$ cat config.mk
export PLATFORM = sky130hd
export DESIGN_NAME = keycand_gen
export DESIGN_NICKNAME = d
export VERILOG_FILES = /design/src/rtl/kcg_pkg.sv /design/src/rtl/kcg_xcount.sv /design/src/rtl/kcg_affine.sv /design/src/rtl/kcg_rr.sv /design/src/rtl/keycand_gen.sv
export SDC_FILE = /design/constraint.sdc
export NUM_CORES = 1
export LEC_CHECK = 0
export BUFFER_PORTS_ARGS = -buffer_cell sky130_fd_sc_hd__buf_4
export CAP_MARGIN = 15
export CORE_MARGIN = 2
export CORE_UTILIZATION = 50
export CTS_BUF_LIST = sky130_fd_sc_hd__clkbuf_8
export DETAILED_ROUTE_END_ITERATION = 8
export HOLD_SLACK_MARGIN = 0.12
export PLACE_DENSITY_LB_ADDON = 0.1
export RECOVER_POWER = 50
export REMOVE_ABC_BUFFERS = 1
export SKIP_CTS_REPAIR_TIMING = 1
export SYNTH_ARGS = -nofsm -noshare
export SYNTH_HDL_FRONTEND = slang
export SYNTH_SLANG_ARGS = --single-unit
$ cat constraint.sdc
create_clock -name clk -period 4.1 [get_ports clk]
set_clock_uncertainty 0.15 [all_clocks]
set_input_delay 0.615 -clock clk [delete_from_list [all_inputs] [get_ports clk]]
set_output_delay 0.615 -clock clk [all_outputs]
set_load 0.005 [all_outputs]
$ cat src/rtl/kcg_pkg.sv
package kcg_pkg;
  typedef enum logic {XC_IDLE = 1'b0, XC_RUN = 1'b1} xc_state_e;
endpackage

$ cat src/rtl/kcg_xcount.sv
module kcg_xcount #(
  parameter int XW = 8
) (
  input  logic          clk,
  input  logic          rst_n,
  input  logic          go,
  input  logic [XW-1:0] go_start,
  input  logic [XW-1:0] go_end,
  input  logic          adv,
  output logic [XW-1:0] x,
  output logic          run,
  output logic          last
);
  import kcg_pkg::*;
  xc_state_e     st_q;
  logic [XW-1:0] lim_q;

  assign run  = (st_q == XC_RUN);
  assign last = (x == lim_q) || (x == {XW{1'b1}});

  always_ff @(posedge clk or negedge rst_n) begin
    if (!rst_n) begin
      st_q  <= XC_IDLE;
      x     <= '0;
      lim_q <= '0;
    end else if (go) begin
      st_q  <= XC_RUN;
      x     <= go_start;
      lim_q <= go_end;
    end else if (adv && run) begin
      if (last) st_q <= XC_IDLE;
      else      x    <= x + XW'(1);
    end
  end
endmodule

$ cat src/rtl/kcg_affine.sv
module kcg_affine #(
  parameter int XW = 8,
  parameter int KW = 16,
  parameter logic [KW-1:0] COL_PAT = 16'h8D2B
) (
  input  logic [XW-1:0] x,
  input  logic [KW-1:0] b,
  input  logic [KW-1:0] iv,
  output logic [KW-1:0] sk
);
  function automatic logic [KW-1:0] column(input int j);
    if (j == 0) return COL_PAT;
    return (COL_PAT << j) | (COL_PAT >> (KW - j));
  endfunction

  logic [KW-1:0] term [XW];
  for (genvar j = 0; j < XW; j++) begin : g_col
    assign term[j] = x[j] ? column(j) : '0;
  end

  always_comb begin
    sk = b ^ iv;
    for (int j = 0; j < XW; j++) sk = sk ^ term[j];
  end
endmodule

$ cat src/rtl/kcg_rr.sv
module kcg_rr #(
  parameter int NU = 3
) (
  input  logic          clk,
  input  logic          rst_n,
  input  logic          offer,
  input  logic [NU-1:0] rdy,
  output logic [NU-1:0] gnt,
  output logic          fire
);
  localparam int PW = (NU > 1) ? $clog2(NU) : 1;
  logic [PW-1:0] ptr_q;

  function automatic logic [NU-1:0] pick(input logic [NU-1:0] r, input logic [PW-1:0] p);
    logic [NU-1:0] g;
    g = '0;
    for (int k = 0; k < NU; k++) begin
      int i;
      i = (int'(p) + k) % NU;
      if (r[i] && (g == '0)) g[i] = 1'b1;
    end
    return g;
  endfunction

  function automatic logic [PW-1:0] after(input logic [NU-1:0] g);
    logic [PW-1:0] n;
    n = '0;
    for (int i = 0; i < NU; i++)
      if (g[i]) n = (i == NU - 1) ? '0 : PW'(i + 1);
    return n;
  endfunction

  assign gnt  = offer ? pick(rdy, ptr_q) : '0;
  assign fire = |gnt;

  always_ff @(posedge clk or negedge rst_n) begin
    if (!rst_n)    ptr_q <= '0;
    else if (fire) ptr_q <= after(gnt);
  end
endmodule

$ cat src/rtl/keycand_gen.sv
module keycand_gen #(
  parameter int XW = 8,
  parameter int KW = 16,
  parameter int NU = 3,
  parameter logic [KW-1:0] COL_PAT = 16'h8D2B
) (
  input  logic          clk,
  input  logic          rst_n,
  input  logic          cfg_load,
  input  logic [XW-1:0] cfg_start,
  input  logic [XW-1:0] cfg_end,
  input  logic [KW-1:0] cfg_b,
  input  logic [KW-1:0] cfg_iv,
  input  logic          flip_go,
  input  logic [KW-1:0] flip_mask,
  input  logic [NU-1:0] unit_rdy,
  output logic [NU-1:0] key_vld,
  output logic [KW-1:0] key_sk,
  output logic [XW-1:0] key_x,
  output logic          gen_done
);
  logic [XW-1:0] start_q, end_q, x_q;
  logic [KW-1:0] b_q, iv_q, sk_q;
  logic          full_q, last_q, done_q;

  logic [XW-1:0] x_w;
  logic [KW-1:0] nx_sk;
  logic [NU-1:0] gnt_w;
  logic          run_w, last_w, fire_w;
  logic          idle_w, flip_ok, go_w, adv_w, fill_w;

  assign idle_w  = !run_w && !full_q;
  assign flip_ok = flip_go && idle_w && !cfg_load;
  assign go_w    = cfg_load || flip_ok;
  assign adv_w   = !full_q || fire_w;
  assign fill_w  = run_w && adv_w && !go_w;

  kcg_xcount #(.XW(XW)) u_cnt (
    .clk(clk), .rst_n(rst_n), .go(go_w),
    .go_start(cfg_load ? cfg_start : start_q),
    .go_end(cfg_load ? cfg_end : end_q),
    .adv(adv_w), .x(x_w), .run(run_w), .last(last_w)
  );

  kcg_affine #(.XW(XW), .KW(KW), .COL_PAT(COL_PAT)) u_map (
    .x(x_w), .b(b_q), .iv(iv_q), .sk(nx_sk)
  );

  kcg_rr #(.NU(NU)) u_rr (
    .clk(clk), .rst_n(rst_n), .offer(full_q), .rdy(unit_rdy),
    .gnt(gnt_w), .fire(fire_w)
  );

  always_ff @(posedge clk or negedge rst_n) begin
    if (!rst_n) begin
      start_q <= '0; end_q <= '0; b_q <= '0; iv_q <= '0;
    end else if (cfg_load) begin
      start_q <= cfg_start; end_q <= cfg_end; b_q <= cfg_b; iv_q <= cfg_iv;
    end else if (flip_ok) begin
      b_q <= b_q ^ flip_mask;
    end
  end

  always_ff @(posedge clk or negedge rst_n) begin
    if (!rst_n) begin
      full_q <= 1'b0; last_q <= 1'b0; done_q <= 1'b0;
      sk_q   <= '0;   x_q    <= '0;
    end else if (go_w) begin
      full_q <= 1'b0;
      done_q <= 1'b0;
    end else begin
      if (fill_w) begin
        full_q <= 1'b1;
        sk_q   <= nx_sk;
        x_q    <= x_w;
        last_q <= last_w;
      end else if (fire_w) begin
        full_q <= 1'b0;
      end
      if (fire_w && last_q) done_q <= 1'b1;
    end
  end

  assign key_vld  = gnt_w;
  assign key_sk   = sk_q;
  assign key_x    = x_q;
  assign gen_done = done_q;
endmodule

## Word-level counts from Yosys, hierarchy flattened

Cells that the tools add are included.

- Input port bits: 71
- Flip-flop bits (word level): 94
- Logic and storage cells: 115
- Output and inout bits: 28

- Magnitude comparators: 6
- Reduce and logical (&&, ||, !) cells: 29
- $add $sub $neg: 3
- Multiplexer cells: 45
- Equal/unequal tests: 3
- Bitwise operators: 13
- Div/mod/pow operators: 3

Operator list:

| kind | number |
|---|---|
| 16-bit XOR | 10 |
| 32-bit by 1-bit >= comparator with 1-bit output (second input constant) | 3 |
| 32-bit by 4-bit less-than comparator with 1-bit output (second input constant) | 3 |
| 16-bit 2-to-1 mux | 6 |
| 32-bit by 3-bit modulo with 32-bit output (second input constant) | 2 |
| 8-bit 2-to-1 mux | 5 |
| 3-bit by 3-bit modulo with 32-bit output (second input constant) | 1 |
| 15-bit 2-to-1 mux | 2 |
| 1-bit 2-to-1 mux | 18 |
| 14-bit 2-to-1 mux | 1 |
| 13-bit 2-to-1 mux | 1 |
| 3-bit 2-to-1 mux | 4 |
| 1-bit logical AND | 11 |
| 8-bit by 1-bit adder with 8-bit output (second input constant) | 1 |
| 8-bit equality test | 1 |
| 8-bit equality test (second input constant) | 1 |
| 2-bit nonzero test | 4 |
| 1-bit binary-select mux with 2-bit select | 3 |
| 1-bit demux with 2-bit select | 3 |
| 3-bit zero test | 2 |
| 3-bit bitwise OR | 2 |
| 2-bit AND reduction | 3 |
| 1-bit zero test | 4 |
| 2-bit 2-to-1 mux | 2 |
| other kinds (7) | 9 |

## Longest topological paths before layout

Gate-level depths: netlist of run 1.

- Word-level depth: 19
- Depth in mapped cells: 11
- Gate-level depth less buffers: 8

## By module

A second synthesis of run 1 with hierarchy kept.

- Cells, all modules: 392
- Area total of the unflattened synthesis: 5,282.6 um^2

By module, submodules not included:

| module | cells an instance | seq. area each (um^2) | times used | area each (um^2) |
|---|---|---|---|---|
| keycand_gen | 200 | 1,876.8 | 1 | 3,166.8 |
| kcg_xcount | 94 | 425.4 | 1 | 964.7 |
| kcg_affine | 47 | 0.0 | 1 | 683.2 |
| kcg_rr | 51 | 50.0 | 1 | 467.9 |

## Worst setup path after synthesis of run 1

OpenSTA, ideal clock, no wires.

- Path kind: register -> output
- From: reg u_rr.ptr_q[0]
- To: out key_vld[2]
- Arrival: 2.009 ns
- Stages on the path, launching flop included: 8
- Setup slack: 1.326 ns
- Data required time: 3.335 ns
- Buffers on the path: 1
- Cell sequence: dfrtp_1 inv_1 ha_1 clkbuf_1 o21a_1 mux2_2 a22o_2 and2_1

- Cells in the longest elaborated chain, start to end: 13
- Elaborated cells between the ends (all ways): 39
- Those cells by class: 2 x add/sub; 3 x div; 6 x order compare; 19 x mux; 2 x bitwise; 7 x reduce/logical

Ends and longest elaborated chain:

| what | line | text |
|---|---|---|
| start, declared | kcg_rr.sv:12 | `logic [PW-1:0] ptr_q;` |
| start signal, assigned | kcg_rr.sv:38 | `else if (fire) ptr_q <= after(gnt);` |
| parallel branches: the longest is 11 deep, another holds 32-bit by 3-bit modulo with 32-bit output | n/a |  |
| 3-bit 2-to-1 mux (*) | kcg_rr.sv:20 | `if (r[i] && (g == '0)) g[i] = 1'b1;` |
| 3-bit 2-to-1 mux (*) | kcg_rr.sv:33 | `assign gnt = offer ? pick(rdy, ptr_q) : '0;` |
| end, declared | keycand_gen.sv:17 | `output logic [NU-1:0] key_vld,` |

Mark *: on every way between the ends. The select of a mux whose other input is x is not followed.

## Worst setup path after layout of run 1

Same ends and word-level chain as after synthesis.

==> results.json, run 1 <==
{
  "htreeDepth": 3,
  "finalCritPeriodShare_pct": 83.89,
  "period_needed_ns": 3.439,
  "first_pass_iters": 4,
  "num_antenna_cells": 0,
  "drive_gt1_share_pct": 26.54,
  "yosys.area.top_type": "dfrtp_1",
  "dieArea_um2": 10800,
  "port_buffers": 98,
  "rows": 36,
  "syn_area_um2": 4992,
  "setup_viol": 0,
  "dp_hpwl_um": 7308,
  "maxCapViolCount": 2,
  "synth_area_leaders": "dfrtp_1 (47%), mux2_2 (9.5%), xnor2_1 (8.9%)",
  "hp-class": "input pin to register",
  "start_util_pct": 51.31,
  "avgSynthCellArea_um2": 11.27,
  "drc": 0,
  "critical_path_class": "register to primary output",
  "yosys-top-cells-count": "dfrtp_1 (94), xnor2_1 (51), mux2_2 (42)",
  "grt_overflow": 0,
  "antenna_found_initial": 0,
  "die_w_um": 103.9,
  "layout.cells.non_filler": 668,
  "leakagePower_nw": 2.522,
  "place_inst": 651,
  "routed_via_density": 5.265,
  "fp.dieH_um": 103.9,
  "cts.sinks": 94,
  "ios": 99,
  "crit_fanout": 14,
  "final-seq-area_um2": 2352,
  "core_um2": 9729,
  "holdWs_ns": 0.3034,
  "wire_per_inst_um": 15.66,
  "ant_nets": 0,
  "worst-slew-pin-transition_ns": 1.570,
  "rsz0062_at_grt": "no",
  "clk_pin_slew_ns": 0.08,
  "crit_arrival_ns": 2.67,
  "synth-main-ff-cell": "dfrtp_1",
  "area_growth_pct": 19.00,
  "synth_edf_count": 0,
  "fin_util_pct": 61.06,
  "worstSetupEndpointType": "primary output",
  "crit_required_ns": 3.34,
  "grt_pass1_wl_um": 17820,
  "synth_seq_area_share_pct": 47.12,
  "max_slew_margin_pct": -4.634,
  "synthArstFlopShare_pct": 100.0,
  "drt_iter0_markers": 170,
  "multiInputGateArea_um2": 2490,
  "ys_ff_latch": 94,
  "ys_warn_count": 0,
  "synth_cells": 443,
  "hold_viol_final": 0,
  "routed_wl_um": 10460,
  "ir_drop_mv": 0.2336,
  "tritoncts": "done",
  "fmax_ghz": 0.2907,
  "clock_path_buffers": 2,
  "first_global_vias": 3592,
  "finalMaxSlewViolations": 99,
  "violations": "capacitance limit, slew limit",
  "yosysUniqueCellTypes": 50,
  "final.setup.tns_ns": 0,
  "synth_top_area_share_pct": 47.12,
  "grt_max_degree": 69,
  "clock_latency_ns": 0.37,
  "pre_cts_slack_ns": 1.065,
  "status": "complete, but fails checks",
  "track_usage_pct": 20.58,
  "fill_cells": 872,
  "numCtsBuffers": 9,
  "synth.most_common_cell": "dfrtp_1",
  "gp_congestion": 0.8463,
  "finalWorstSetupSlack_ns": 0.6605,
  "nets": 606,
  "reg2reg_slack_ns": 1.05,
  "worstSetupStartpointType": "register",
  "power_density_nw_per_um2": 605.2,
  "cts_root_buf": "clkbuf_8",
  "vias": 3517
}
[logic make-up (layout without fill, tap and decap cells)]
| kind of cell | Yosys count | in the layout | synth area share (%) |
|---|---|---|---|
| xor gates and xnor gates | 85 | 85 | 14.91 |
| buffers and inverters | 33 | 125 | 3.108 |
| and+or+nand+nor | 95 | 95 | 9.549 |
| AOI/OAI and AO/OA | 61 | 61 | 8.271 |
| DFF | 94 | 94 | 47.12 |
| muxes | 70 | 70 | 15.79 |
| adders and majority gates | 5 | 5 | 1.253 |
[routing by layer]
layer | part of all wire [%] | track usage [%] | vias up
met4 | 2.4 | 8.784 | 0
met2 | 47 | 32.57 | 83
met1 | 45 | 27.26 | 1723
met5 | 0 | 0 | -
met3 | 5.3 | 4.762 | 16
li1 | - | - | 1695
[critical path, cell delays in order, from the launching register on]
cell and delay (ns):
dfrtp_1 0.40, inv_1 0.08, ha_1 0.46, nand3b_1 0.21, o21a_1 0.25, mux2_2 0.36, a22o_2 0.28, and2_1 0.15
buf_4 0.13
[final cells by class]
| class | count | area share (%) |
|---|---|---|
| well taps | 133 | 2.801 |
| flip-flops and latches | 94 | 39.60 |
| multi-input cells | 316 | 41.91 |
| clock inverters | 4 | 0.2527 |
| repair buffers | 103 | 12.28 |
| inverters | 6 | 0.3791 |
| clock buffers | 12 | 2.780 |
[state kept, by name (all words and copies together) (netlist names)]
register,cells
b_q,16
start_q,8
u_cnt.run,1
last_q,1
full_q,1
u_rr.ptr_q,2
key_sk,16
end_q,8
key_x,8
u_cnt.x,8
iv_q,16
u_cnt.lim_q,8
gen_done,1
[placed cells by master, fill, tap and decap left out, types with 6 or more instances in the layout]
master and n:
dfrtp_1 94, xnor2_1 51, mux2_2 31, nand3_1 6
nor2_1 15, o21ai_0 25, or3_1 6, buf_4 74
xor2_1 34, nand2_1 41, clkbuf_1 11, clkbuf_4 15
inv_1 10, clkbuf_8 12, mux2_1 36
[metrics by stage]
step	power, mW	instance area [um^2]
floorplan	2.547	4860
global placement	3.064	5797
detailed placement	3.117	5797
CTS	3.690	5977
global route	3.888	5941
finish	3.596	5941
[where the power goes]
| part | internal [mW] | switching [mW] |
|---|---|---|
| logic | 0.873 | 0.791 |
| clock network | 0.262 | 0.303 |
| registers | 1.15 | 0.214 |
[worst paths after layout]
kind,depth (start not counted),start,to
max,8,u_rr.ptr_q[0]$_DFFE_PN0P_,key_vld[2]
min,3,cfg_b[4],b_q[4]$_DFFE_PN0N_
max reg2reg,8,u_rr.ptr_q[0]$_DFFE_PN0P_,key_x[7]$_DFFE_PN0P_
min reg2reg,1,end_q[7]$_DFF_PN0_,end_q[7]$_DFF_PN0_
max in group asynchronous,3,rst_n,key_sk[10]$_DFFE_PN0P_
min in group asynchronous,2,rst_n,u_cnt.x[6]$_DFFE_PN0P_
No activity file was read; power rests on OpenSTA's default activity.
==> run 2: changes to the inputs <==
==> constraint.sdc (replaced) <==
create_clock -name clk -period 3.3 [get_ports clk]
set_clock_uncertainty 0.15 [all_clocks]
set_input_delay 0.495 -clock clk [delete_from_list [all_inputs] [get_ports clk]]
set_output_delay 0.495 -clock clk [all_outputs]
set_load 0.005 [all_outputs]
==> results.json, run 2 (synthesis gave the netlist of run 1 again) <==
{
  "numCtsBuffers": 9,
  "worstSetupStartpointType": "register",
  "dieArea_um2": 10800,
  "critical_path_class": "register to primary output",
  "pre_cts_slack_ns": 0.2987,
  "swShare_pct": 37.32,
  "hold_path_startpoint": "cfg_b[14]",
  "ir_drop_mv": 0.3077,
  "drt_iter0_markers": 170,
  "routed_via_density": 5.259,
  "ios": 99,
  "fp.dieH_um": 103.9,
  "leakagePower_nw": 2.521,
  "cts_root_buf": "clkbuf_8",
  "max_slew_margin_pct": 0.3221,
  "power_frac_seq_pct": 37.4,
  "place_inst": 651,
  "hp-class": "input pin to register",
  "power_density_nw_per_um2": 761.6,
  "routed_wl_um": 10490,
  "crit_arrival_ns": 2.55,
  "final_common_cell": "dfrtp_1",
  "setup_viol": 0,
  "worst-slew-pin-transition_ns": 1.495,
  "maxCapViolCount": 1,
  "antenna_found_initial": 0,
  "hold_viol_final": 0,
  "port_buffers": 98,
  "total_power_mw": 4.551,
  "nets": 606,
  "final.setup.tns_ns": 0,
  "fin_util_pct": 61.42,
  "finalWorstSetupSlack_ns": 0.1089,
  "grt_overflow": 0,
  "crit_start": "u_rr.ptr_q[1]$_DFFE_PN0P_",
  "holdWs_ns": 0.1862,
  "period_needed_ns": 3.191,
  "tritoncts": "done",
  "finalMaxSlewViolations": 0,
  "ant_nets": 0,
  "track_usage_pct": 20.21,
  "htreeDepth": 3,
  "die_w_um": 103.9,
  "internal_power_mw": 2.853,
  "layout.cells.non_filler": 668,
  "final_cell_mix": "dfrtp_1 (94), buf_4 (83), xnor2_1 (51)",
  "p_comb_share_pct": 46.9,
  "clock_path_buffers": 2,
  "placed_area_um2": 5797,
  "grt_max_degree": 69,
  "worstSetupEndpointType": "primary output",
  "status": "complete, but fails checks",
  "fmax_ghz": 0.3134,
  "core_um2": 9729,
  "crit_fanout": 5,
  "fin_area_um2": 5976,
  "num_antenna_cells": 0,
  "clk_pin_slew_ns": 0.10,
  "grt_pass1_wl_um": 17470,
  "vias": 3513,
  "finalCritPeriodShare_pct": 96.70,
  "reg2reg_slack_ns": 0.34,
  "area_growth_pct": 19.70,
  "clock_latency_ns": 0.36,
  "r2r_start": "u_rr.ptr_q[1]$_DFFE_PN0P_",
  "wire_per_inst_um": 15.70,
  "power.switching_mw": 1.699,
  "p_clk_share_pct": 15.7,
  "drc": 0,
  "violations": "capacitance limit",
  "cts.sinks": 94,
  "dp_hpwl_um": 7334,
  "start_util_pct": 51.31,
  "first_pass_iters": 4,
  "first_global_vias": 3522,
  "rows": 36,
  "gp_congestion": 0.7948,
  "drive_gt1_share_pct": 28.60,
  "crit_required_ns": 2.65
}
## run 2: cell count changes in the layout (fill, tap and decap cells not counted), moves of 2 or more
| cell | previous run | this run |
|---|---|---|
| clkbuf_4 | 15 | 11 |
| clkbuf_1 | 11 | 6 |
| clkinvlp_4 | 0 | 3 |
| inv_1 | 10 | 7 |
| clkbuf_8 | 12 | 10 |
| buf_4 | 74 | 83 |
## run 2: critical path, stage by stage (launching register included)
cell and delay (ns):
dfrtp_1 0.42, inv_1 0.10, ha_1 0.24, mux2i_4 0.31, o21a_2 0.21, mux2_2 0.35, a22o_2 0.29, and2_1 0.16
buf_4 0.13
## run 2: power by group through the flow
stage	Combinational, mW	Clock (mW)	Sequential, mW
global placement	2.08	0	1.72
detailed placement	2.16	0	1.73
finish	2.14	0.714	1.70
global route	2.36	0.783	1.74
CTS	2.17	0.734	1.71
floorplan	1.50	0	1.66
## run 2: worst paths after layout
check / end / depth (start not counted)
setup / recovery: key_vld[2] / 8
hold / removal: b_q[14]$_DFFE_PN0N_ / 3
setup reg to reg: key_sk[1]$_DFFE_PN0P_ / 8
hold reg to reg: key_sk[5]$_DFFE_PN0P_ / 1
max in group asynchronous: iv_q[14]$_DFFE_PN0P_ / 3
min in group asynchronous: end_q[6]$_DFF_PN0_ / 2
## run 2: cell type report
class	count	area [um^2]
clock buffer	10	137.6
tap	133	166.4
clock inverter	6	46.29
timing repair buffer	103	748.2
fill	863	3754
multi-input combinational	316	2502
inverter	6	22.52
sequential	94	2352
## run 2: metal layers
| metal | vias up | share of wire [%] | GRT usage [%] | routed length [um] |
|---|---|---|---|---|
| li1 | 1695 | - | - | - |
| met1 | 1716 | 46 | 27.07 | 4786 |
| met2 | 93 | 48 | 32.94 | 5024 |
| met3 | 9 | 5.4 | 4.825 | 563 |
| met4 | 0 | 1.1 | 5.792 | 112 |
| met5 | - | 0 | 0 | 0 |
